<file path="src/rtl/gpg_pkg.sv">
// Package: shared constants and types for the gate pattern generator.
// Assumes function codes are 5 bits wide, as on a crate dataway.
package gpg_pkg;

    localparam int unsigned FUNC_W      = 5;
    localparam logic [FUNC_W-1:0] FN_PATTERN = 5'd16;
    localparam logic [FUNC_W-1:0] FN_CONTROL = 5'd17;

    // Decoded meaning of one write cycle
    typedef enum logic [1:0] {
        WOP_NONE    = 2'd0,
        WOP_PATTERN = 2'd1,
        WOP_CONTROL = 2'd2
    } wr_op_e;

endpackage

</file>
<file path="src/rtl/gpg_state_ctr.sv">
// Module: state index counter.
// Steps by one on step_i and wraps naturally at 2**STATE_W.
// load_i takes priority over step_i. Synchronous active-low reset.
module gpg_state_ctr #(
    parameter int unsigned STATE_W = 4
) (
    input  logic               clk,
    input  logic               rst_n,
    input  logic               step_i,
    input  logic               load_i,
    input  logic [STATE_W-1:0] load_val_i,
    output logic [STATE_W-1:0] state_o
);

    logic [STATE_W-1:0] state_q;

    // Update the index: reset, then load, then step
    always_ff @(posedge clk) begin
        if (!rst_n) begin
            state_q <= '0;
        end else if (load_i) begin
            state_q <= load_val_i;
        end else if (step_i) begin
            state_q <= state_q + STATE_W'(1);
        end
    end

    assign state_o = state_q;

endmodule

</file>
<file path="src/rtl/gpg_regbank.sv">
// Module: write decode plus the pattern table and the control register.
// Assumes the subaddress width equals the state index width.
// A control write needs subaddress 0. Writes take effect at the edge
// on which the strobe is sampled.
module gpg_regbank
    import gpg_pkg::*;
#(
    parameter int unsigned STATE_W = 4,
    parameter int unsigned N_GATES = 16,
    parameter int unsigned CTRL_W  = 8,
    parameter int unsigned DATA_W  = 16
) (
    input  logic                                 clk,
    input  logic                                 rst_n,
    input  logic                                 wr_stb_i,
    input  logic [STATE_W-1:0]                   wr_addr_i,
    input  logic [FUNC_W-1:0]                    wr_func_i,
    input  logic [DATA_W-1:0]                    wr_data_i,
    output logic [(2**STATE_W)-1:0][N_GATES-1:0] pat_o,
    output logic [CTRL_W-1:0]                    ctrl_o
);

    localparam int unsigned N_STATES = 2 ** STATE_W;

    wr_op_e             op;
    logic [N_GATES-1:0] pat_q [N_STATES];
    logic [CTRL_W-1:0]  ctrl_q;

    // Classify the current write cycle
    always_comb begin
        op = WOP_NONE;
        if (wr_stb_i) begin
            if (wr_func_i == FN_PATTERN) begin
                op = WOP_PATTERN;
            end else if (wr_func_i == FN_CONTROL && wr_addr_i == '0) begin
                op = WOP_CONTROL;
            end
        end
    end

    // Pattern table storage
    always_ff @(posedge clk) begin
        if (!rst_n) begin
            for (int s = 0; s < N_STATES; s++) begin
                pat_q[s] <= '0;
            end
        end else if (op == WOP_PATTERN) begin
            pat_q[wr_addr_i] <= wr_data_i[N_GATES-1:0];
        end
    end

    // Control register storage
    always_ff @(posedge clk) begin
        if (!rst_n) begin
            ctrl_q <= '0;
        end else if (op == WOP_CONTROL) begin
            ctrl_q <= wr_data_i[CTRL_W-1:0];
        end
    end

    // Present the table as a packed bank
    for (genvar s = 0; s < N_STATES; s++) begin : g_pat_out
        assign pat_o[s] = pat_q[s];
    end

    assign ctrl_o = ctrl_q;

endmodule

</file>
<file path="src/rtl/gpg_out_stage.sv">
// Module: registered pattern lookup, late gate substitution and marker mux.
// The pattern is registered so that gate lines switch together.
// The clock and count-active substitutions are combinational, so they
// pass straight through. Assumes N_GATES is at least 2 and that the
// control word holds the select field plus two substitution enables.
module gpg_out_stage #(
    parameter int unsigned STATE_W = 4,
    parameter int unsigned N_GATES = 16,
    parameter int unsigned CTRL_W  = 8
) (
    input  logic                                 clk,
    input  logic                                 rst_n,
    input  logic [STATE_W-1:0]                   state_i,
    input  logic [(2**STATE_W)-1:0][N_GATES-1:0] pat_i,
    input  logic [CTRL_W-1:0]                    ctrl_i,
    input  logic                                 cnt_active_i,
    output logic [N_GATES-1:0]                   raw_o,
    output logic [N_GATES-1:0]                   gate_o,
    output logic                                 marker_o
);

    localparam int unsigned SEL_W   = $clog2(N_GATES);
    localparam int unsigned CLK_BIT = SEL_W;
    localparam int unsigned CNT_BIT = SEL_W + 1;
    localparam int unsigned CLK_IDX = N_GATES - 2;
    localparam int unsigned CNT_IDX = N_GATES - 1;

    logic [N_GATES-1:0] raw_q;
    logic [SEL_W-1:0]   sel;
    logic               ctrl_unused;

    // Capture the active pattern one edge after the index
    always_ff @(posedge clk) begin
        if (!rst_n) begin
            raw_q <= '0;
        end else begin
            raw_q <= pat_i[state_i];
        end
    end

    // Per-gate output: substitute or pass the pattern bit
    for (genvar g = 0; g < N_GATES; g++) begin : g_gate
        if (g == CLK_IDX) begin : g_clk_sub
            assign gate_o[g] = ctrl_i[CLK_BIT] ? clk : raw_q[g];
        end else if (g == CNT_IDX) begin : g_cnt_sub
            assign gate_o[g] = ctrl_i[CNT_BIT] ? cnt_active_i : raw_q[g];
        end else begin : g_plain
            assign gate_o[g] = raw_q[g];
        end
    end

    assign sel         = ctrl_i[SEL_W-1:0];
    assign marker_o    = gate_o[sel];
    assign raw_o       = raw_q;
    assign ctrl_unused = &{1'b0, ctrl_i[CTRL_W-1:CNT_BIT+1]};

endmodule

</file>
<file path="src/rtl/gpg_gate_gen.sv">
// Module: top level of the state-indexed gate pattern generator.
// It connects the index counter, the register bank and the output stage.
// Assumes the subaddress width equals the state index width.
module gpg_gate_gen
    import gpg_pkg::*;
#(
    parameter int unsigned STATE_W = 4,
    parameter int unsigned N_GATES = 16,
    parameter int unsigned CTRL_W  = 8,
    parameter int unsigned DATA_W  = 16
) (
    input  logic               clk,
    input  logic               rst_n,
    input  logic               step_i,
    input  logic               load_i,
    input  logic [STATE_W-1:0] load_val_i,
    input  logic               wr_stb_i,
    input  logic [STATE_W-1:0] wr_addr_i,
    input  logic [FUNC_W-1:0]  wr_func_i,
    input  logic [DATA_W-1:0]  wr_data_i,
    input  logic               cnt_active_i,
    output logic [N_GATES-1:0] gate_o,
    output logic               marker_o,
    output logic [STATE_W-1:0] state_o
);

    localparam int unsigned N_STATES = 2 ** STATE_W;

    logic [N_STATES-1:0][N_GATES-1:0] pat;
    logic [CTRL_W-1:0]                ctrl_q;
    logic [STATE_W-1:0]               state;
    logic [N_GATES-1:0]               raw_gate;

    gpg_state_ctr #(.STATE_W(STATE_W)) u_ctr (
        .clk        (clk),
        .rst_n      (rst_n),
        .step_i     (step_i),
        .load_i     (load_i),
        .load_val_i (load_val_i),
        .state_o    (state)
    );

    gpg_regbank #(
        .STATE_W (STATE_W),
        .N_GATES (N_GATES),
        .CTRL_W  (CTRL_W),
        .DATA_W  (DATA_W)
    ) u_bank (
        .clk       (clk),
        .rst_n     (rst_n),
        .wr_stb_i  (wr_stb_i),
        .wr_addr_i (wr_addr_i),
        .wr_func_i (wr_func_i),
        .wr_data_i (wr_data_i),
        .pat_o     (pat),
        .ctrl_o    (ctrl_q)
    );

    gpg_out_stage #(
        .STATE_W (STATE_W),
        .N_GATES (N_GATES),
        .CTRL_W  (CTRL_W)
    ) u_out (
        .clk          (clk),
        .rst_n        (rst_n),
        .state_i      (state),
        .pat_i        (pat),
        .ctrl_i       (ctrl_q),
        .cnt_active_i (cnt_active_i),
        .raw_o        (raw_gate),
        .gate_o       (gate_o),
        .marker_o     (marker_o)
    );

    assign state_o = state;

endmodule

</file>
<file path="config.mk">
export PLATFORM = sky130hd
export DESIGN_NAME = gpg_gate_gen
export DESIGN_NICKNAME = d
export VERILOG_FILES = /design/src/rtl/gpg_pkg.sv /design/src/rtl/gpg_state_ctr.sv /design/src/rtl/gpg_regbank.sv /design/src/rtl/gpg_out_stage.sv /design/src/rtl/gpg_gate_gen.sv
export SDC_FILE = /design/constraint.sdc
export NUM_CORES = 1
export LEC_CHECK = 0
export BUFFER_PORTS_ARGS = -buffer_cell sky130_fd_sc_hd__buf_2
export CORE_MARGIN = 3
export CORE_UTILIZATION = 35
export CTS_CLUSTER_SIZE = 14
export DETAILED_ROUTE_END_ITERATION = 10
export GPL_TIMING_DRIVEN = 0
export PLACE_DENSITY = 0.56
export RECOVER_POWER = 100
export SLEW_MARGIN = 5
export SYNTH_ARGS = -nofsm -noshare
export SYNTH_HDL_FRONTEND = slang
export SYNTH_SLANG_ARGS = --single-unit
</file>
<file path="constraint.sdc">
create_clock -name clk -period 5.3 [get_ports clk]
set_input_delay 0.795 -clock clk [delete_from_list [all_inputs] [get_ports clk]]
set_output_delay 0.795 -clock clk [all_outputs]
set_load 0.005 [all_outputs]
</file>
==> results.sh, run 1 <==
export IMPL_worstSetupStartpointType="clock port"
export IMPL_crit_start="clk"
export IMPL_grt_pass1_wl_um=52000
export IMPL_rows=69
export IMPL_avgSynthCellArea_um2=13.6
export IMPL_vias_per_cell=5.14
export IMPL_busiest_layer="met2"
export IMPL_relSlewSlack=0.124
export IMPL_cp_max_fo=3
export IMPL_cp_required_ns=4.51
export IMPL_critPathCaptureType="output port"
export IMPL_vias=7925
export IMPL_hold_slack_ns=0.430
export IMPL_clk_pin_slew_worst_paths_ns=0.06
export IMPL_antenna_found_initial=1
export IMPL_reg2reg_depth=7
export IMPL_tightest_slew_ns=1.30
export IMPL_wirelength_um=35100
export IMPL_regToRegEndpoint="u_out.raw_o[13]$_SDFF_PN0_"
export IMPL_setup_tns_ns=0
export IMPL_area_delta_synth_final_pct=15.1
export IMPL_syn_area_um2=12900
export IMPL_grt_setup_unrepaired="no"
export IMPL_finalMaxSlewViolations=0
export IMPL_syn_nets=986
export IMPL_maxCapViolCount=0
export IMPL_start_util=0.359
export IMPL_insertion_delay_ns=0.68
export IMPL_num_io_pins=56
export IMPL_powerDensity_nw_per_um2=351
export IMPL_grt_pass1_vias=8224
export IMPL_die_h_um=198
export IMPL_drive_gt1_frac=0.121
export IMPL_port_buffers=53
export IMPL_synth_cell_types=34
export IMPL_r2r_start="u_ctr.state_o[0]$_SDFFE_PN0P_"
export IMPL_crit_arrival_ns=4.32
export IMPL_rrSetupSlack_ns=1.89
export IMPL_p_leak_uw=0.00511
export IMPL_drc=0
export IMPL_layout_nets=1092
export IMPL_min_path_cells=4
export IMPL_synth_seq_cells=282
export IMPL_diodes=0
export IMPL_drtIter0Drc=621
export IMPL_status="finished clean"
export IMPL_worst_setup_path_type="clock port to output port"
export IMPL_grt_met2_usage=0.301
export IMPL_postCtsHoldBufs=0
export IMPL_cts_tree="built"
export IMPL_grt_usage=0.181
export IMPL_ys_seq_area_frac=0.637
export IMPL_place_congestion=0.802
export IMPL_met1_usage=0.243
export IMPL_final_cell_mix="256 x edfxtp_1, 154 x and2_0, 117 x mux2i_1, 108 x and2_1, 92 x clkbuf_1"
export IMPL_irDropWorstVdd_uv=261
export IMPL_dpl_hpwl_um=24900
export IMPL_cp_endpoint="marker_o"
export IMPL_netlist_instances=950
export IMPL_finalClockSkew_ns=0.0128
export IMPL_core_area_um2=35900
export IMPL_die_area_um2=39200
export IMPL_grt_max_degree=17
export IMPL_finalHoldViolCount=0
export IMPL_grt_overflow=0
export IMPL_yosysWarnings=0
export IMPL_final_common_cell="edfxtp_1"
export IMPL_setup_violations=0
export IMPL_firstDrtPassIters=7
export IMPL_hp_class="input pin to register"
export IMPL_use_met3=0.0381
export IMPL_die_x_um=198
export IMPL_filler_cell_count=3396
export IMPL_drtAntennaViolNets=0
export IMPL_wl_per_cell_um=22.8
==> worst max-delay path: stages <==
cell and delay, ns:
clkbuf_16 0.12, clkbuf_16 0.13, clkbuf_16 0.13, clkbuf_16 0.13, clkbuf_16 0.13, clkbuf_16 0.13, clkbuf_16 0.13, mux2_4 0.29
o21ai_2 0.06, a211o_1 0.18, a21oi_2 0.09, clkbuf_1 0.13
==> worst min-delay path by stage <==
stage	to	start
4_1_cts	u_ctr.state_o[0]$_SDFFE_PN0P_	load_val_i[0]
3_5_place_dp	u_bank.ctrl_o[5]$_SDFFE_PN0N_	u_bank.ctrl_o[5]$_SDFFE_PN0N_
3_3_place_gp	u_bank.ctrl_o[5]$_SDFFE_PN0N_	u_bank.ctrl_o[5]$_SDFFE_PN0N_
6_report	u_ctr.state_o[0]$_SDFFE_PN0P_	load_val_i[0]
2_1_floorplan	u_bank.ctrl_o[4]$_SDFFE_PN0N_	u_bank.ctrl_o[4]$_SDFFE_PN0N_
5_1_grt	u_ctr.state_o[0]$_SDFFE_PN0P_	load_val_i[0]
==> synth_stat cells <==
library cell	instances	area share
nand2_1	23	0.0067
o21ai_0	33	0.013
nand3_1	15	0.0058
a221oi_1	1	0.00068
nor4b_4	1	0.0018
mux4_2	12	0.021
dfxtp_1	26	0.040
nand2b_1	13	0.0063
nor2_1	14	0.0041
edfxtp_1	256	0.60
a22oi_1	53	0.031
and2_1	262	0.13
mux2i_1	117	0.091
ha_1	1	0.00097
xor2_1	2	0.0014
a211o_1	1	0.00068
nor4_1	1	0.00049
xnor2_1	1	0.00068
nor3b_1	2	0.0012
nor4bb_1	1	0.00078
nand4_1	7	0.0034
nor3_2	4	0.0031
a211oi_1	2	0.0012
clkbuf_2	1	0.00039
a21oi_1	1	0.00039
and2b_1	1	0.00058
or2b_1	1	0.00058
buf_2	5	0.0019
nor2b_1	13	0.0063
clkbuf_1	54	0.016
buf_1	1	0.00029
mux2_2	2	0.0017
o211ai_1	1	0.00058
buf_4	22	0.013
==> power breakdown <==
part	total (µW)	internal [µW]	leakage [µW]	switching [µW]
Clock	2200	1300	0.000542	899
Sequential	2590	2540	0.00264	49.2
Combinational	421	154	0.00192	267
==> registers in the layout (all words and copies together) (netlist names) <==
signal / count
u_ctr.state_o: 4
u_bank.ctrl_o: 6
u_bank.pat_q: 256
u_out.raw_o: 16
==> repair_timing <==
item	CTS	global route
setup endpoints to repair	1	1
pin swaps	2	2
buffers inserted	1	0
gates resized for setup	4	0
==> layout make-up <==
cell class	instances	area (µm²)	area share
flip-flops and latches	282	8210	0.553
repair buffers	63	298	0.0201
clock buffers	60	1050	0.0707
well taps	461	577	0.0389
plain buffers	83	388	0.0261
clock inverters	7	43.8	0.00295
multi-input cells	585	4270	0.288
==> logic make-up (layout without fill, tap and decap cells) <==
logic type	count (synthesis)	in the layout	synth area share
multiplexers	131	131	0.114
XOR/XNOR	3	3	0.00204
AO/OA/AOI/OAI	92	92	0.0472
adder cells (fa/ha/maj)	1	1	0.000971
flip-flops	282	282	0.637
buffers and inverters	83	213	0.0312
AND/OR/NAND/NOR	358	358	0.168
==> routing by layer <==
metal | vias up | wire length (µm)
li1 | 3639 | -
met1 | 3986 | 15800
met2 | 223 | 16600
met3 | 75 | 1780
met4 | 2 | 874
met5 | - | 13
==> metrics by stage <==
step | util | total power [µW] | instance area (µm²) | cells | worst slack (ns)
floorplan | - | 2870 | 12900 | 950 | 1.32
global route | 0.413 | 5370 | 14800 | 1541 | 0.0970
CTS | 0.420 | 5300 | 15100 | 1542 | 0.0120
detailed placement | 0.389 | 3080 | 14000 | 1476 | 1.24
global placement | 0.382 | 3060 | 13700 | 1464 | 0.549
finish | 0.413 | 5210 | 14800 | 1541 | 0.185
Note: power is estimated with default switching activity, not from simulation.
==> run 2: changes to the inputs <==
--- a/config.mk
+++ b/config.mk
@@ -11,7 +11,7 @@
 export CTS_CLUSTER_SIZE = 14
 export DETAILED_ROUTE_END_ITERATION = 10
 export GPL_TIMING_DRIVEN = 0
-export PLACE_DENSITY = 0.56
+export PLACE_DENSITY = 0.58
 export RECOVER_POWER = 100
 export SLEW_MARGIN = 5
 export SYNTH_ARGS = -nofsm -noshare
==> constraint.sdc (replaced) <==
create_clock -name clk -period 4.2 [get_ports clk]
set_input_delay 0.63 -clock clk [delete_from_list [all_inputs] [get_ports clk]]
set_output_delay 0.63 -clock clk [all_outputs]
set_load 0.005 [all_outputs]
==> results.sh, run 2 (synthesis gave the netlist of run 1 again) <==
export IMPL_min_delay_start="load_val_i[2]"
export IMPL_setup_violations=0
export IMPL_relSlewSlack=-0.291
export IMPL_grt_pass1_wl_um=50900
export IMPL_insertion_delay_ns=0.67
export IMPL_clk_pin_slew_worst_paths_ns=0.06
export IMPL_powerDensity_nw_per_um2=456
export IMPL_top_register="u_bank.pat_q"
export IMPL_port_buffers=53
export IMPL_fin_util=0.417
export IMPL_p_total_uw=6820
export IMPL_finalHoldViolCount=0
export IMPL_worst_path_buf_inv=5
export IMPL_stdcell_count=1540
export IMPL_switching_power_uw=1540
export IMPL_grt_usage=0.178
export IMPL_filler_cell_count=3359
export IMPL_die_h_um=198
export IMPL_die_x_um=198
export IMPL_dpl_hpwl_um=24500
export IMPL_irDropWorstVdd_uv=322
export IMPL_grt_max_degree=17
export IMPL_regToRegEndpoint="u_out.raw_o[6]$_SDFF_PN0_"
export IMPL_finalClockSkew_ns=0.0148
export IMPL_area_delta_synth_final_pct=16.1
export IMPL_worstSetupStartpointType="clock port"
export IMPL_start_util=0.359
export IMPL_r2r_start="u_ctr.state_o[0]$_SDFFE_PN0P_"
export IMPL_postCtsHoldBufs=0
export IMPL_die_area_um2=39200
export IMPL_final_common_cell="edfxtp_1"
export IMPL_tightest_slew_ns=1.92
export IMPL_grt_overflow=0
export IMPL_preCtsSetupSlack_ns=0.523
export IMPL_drtIter0Drc=628
export IMPL_p_leak_uw=0.00521
export IMPL_wirelength_um=34600
export IMPL_layout_setup_ws_ns=0.130
export IMPL_worst_path_largest_cell_delay_ns=0.28
export IMPL_worst_setup_path_type="clock port to output port"
export IMPL_crit_arrival_ns=3.44
export IMPL_min_to="u_ctr.state_o[2]$_SDFFE_PN0P_"
export IMPL_violations="capacitance limit, slew limit"
export IMPL_critPathCaptureType="output port"
export IMPL_drive_gt1_frac=0.136
export IMPL_status="complete, but fails checks"
export IMPL_cp_required_ns=3.57
export IMPL_finalMaxSlewViolations=11
export IMPL_firstDrtPassIters=5
export IMPL_grt_setup_unrepaired="no"
export IMPL_crit_start="clk"
export IMPL_vias_per_cell=5.11
export IMPL_cp_slowest_cell="mux2_4"
export IMPL_drtAntennaViolNets=0
export IMPL_drc=0
export IMPL_maxCapViolCount=1
export IMPL_grt_pass1_vias=7904
export IMPL_crit_chain="clkbuf_16 -> clkbuf_16 -> clkbuf_16 -> clkbuf_16 -> mux2_4 -> o21ai_1 -> a211o_1 -> a21oi_4 -> buf_2"
export IMPL_cp_max_fo=3
export IMPL_layout_nets=1090
export IMPL_dp_cells=1476
export IMPL_final_cell_mix="256 x edfxtp_1, 137 x and2_0, 125 x and2_1, 117 x mux2i_1, 79 x clkbuf_1"
export IMPL_rrSetupSlack_ns=0.85
export IMPL_largest_register_ffs=256
export IMPL_diodes=0
export IMPL_clock_power_share=0.443
export IMPL_crit_family="buffers and inverters"
export IMPL_switching_share=0.226
export IMPL_min_path_cells=4
export IMPL_p_seq_frac=0.479
export IMPL_wl_per_cell_um=22.5
export IMPL_antenna_found_initial=0
export IMPL_place_congestion=0.830
export IMPL_combPwrFrac=0.078
export IMPL_cts_tree="built"
export IMPL_num_io_pins=56
export IMPL_vias=7877
export IMPL_rows=69
export IMPL_core_area_um2=35900
export IMPL_reg2reg_depth=7
export IMPL_hp_class="input pin to register"
export IMPL_p_int_uw=5280
export IMPL_cp_common_cell="clkbuf_16"
export IMPL_hold_slack_ns=0.277
-- run 2: worst max-delay path by stage --
stage	slack [ns]	to	cells past startpoint
6_report	0.13	marker_o	9
5_1_grt	0.05	marker_o	9
4_1_cts	0.13	marker_o	9
3_5_place_dp	0.52	u_bank.pat_q[8][8]$_SDFFCE_PN0P_	6
3_3_place_gp	-0.41	u_bank.pat_q[6][9]$_SDFFCE_PN0P_	5
2_1_floorplan	0.94	marker_o	4
-- run 2: area by class of cell --
type                    count  area (µm²)  share of cell area
repair buffers             63         299              0.0200
multi-input cells         585        4280               0.286
clock inverters            12         174              0.0116
clock buffers              54        1030              0.0692
well taps                 461         577              0.0386
plain buffers              83         393              0.0263
flip-flops and latches    282        8210               0.549
-- run 2: metal layers --
metal,share of wire,GRT usage,vias up
met3,0.053,0.0289,57
met1,0.46,0.246,3957
met4,0.024,0.0506,0
li1,-,-,3631
met5,0,0,-
met2,0.47,0.292,232
-- run 2: power groups by stage --
| stage | clock network [µW] | logic, µW | registers, µW |
|---|---|---|---|
| floorplan | 3.68 | 324 | 3290 |
| global placement | 5.54 | 527 | 3320 |
| detailed placement | 5.54 | 557 | 3320 |
| CTS | 3060 | 560 | 3260 |
| global route | 3180 | 574 | 3280 |
| finish | 3020 | 530 | 3270 |
-- run 2: repair_timing --
action	4_1_cts	5_1_grt
setup buffers	1	0
endpoints found under the setup margin	2	0
resized for setup	5	0
-- run 2: worst min-delay path: cells and delay by family --
kind            cells  cell delay, ns
buf+inv             1            0.08
compound gates      1            0.05
simple gates        2            0.14
-- run 2: through the flow --
step | setup TNS [ns] | area, µm²
after detailed placement | 0 | 14000
after global placement | -43.67 | 13700
after CTS | 0 | 15200
final | 0 | 15000
after floorplan | 0 | 12900
after global routing | 0 | 15000
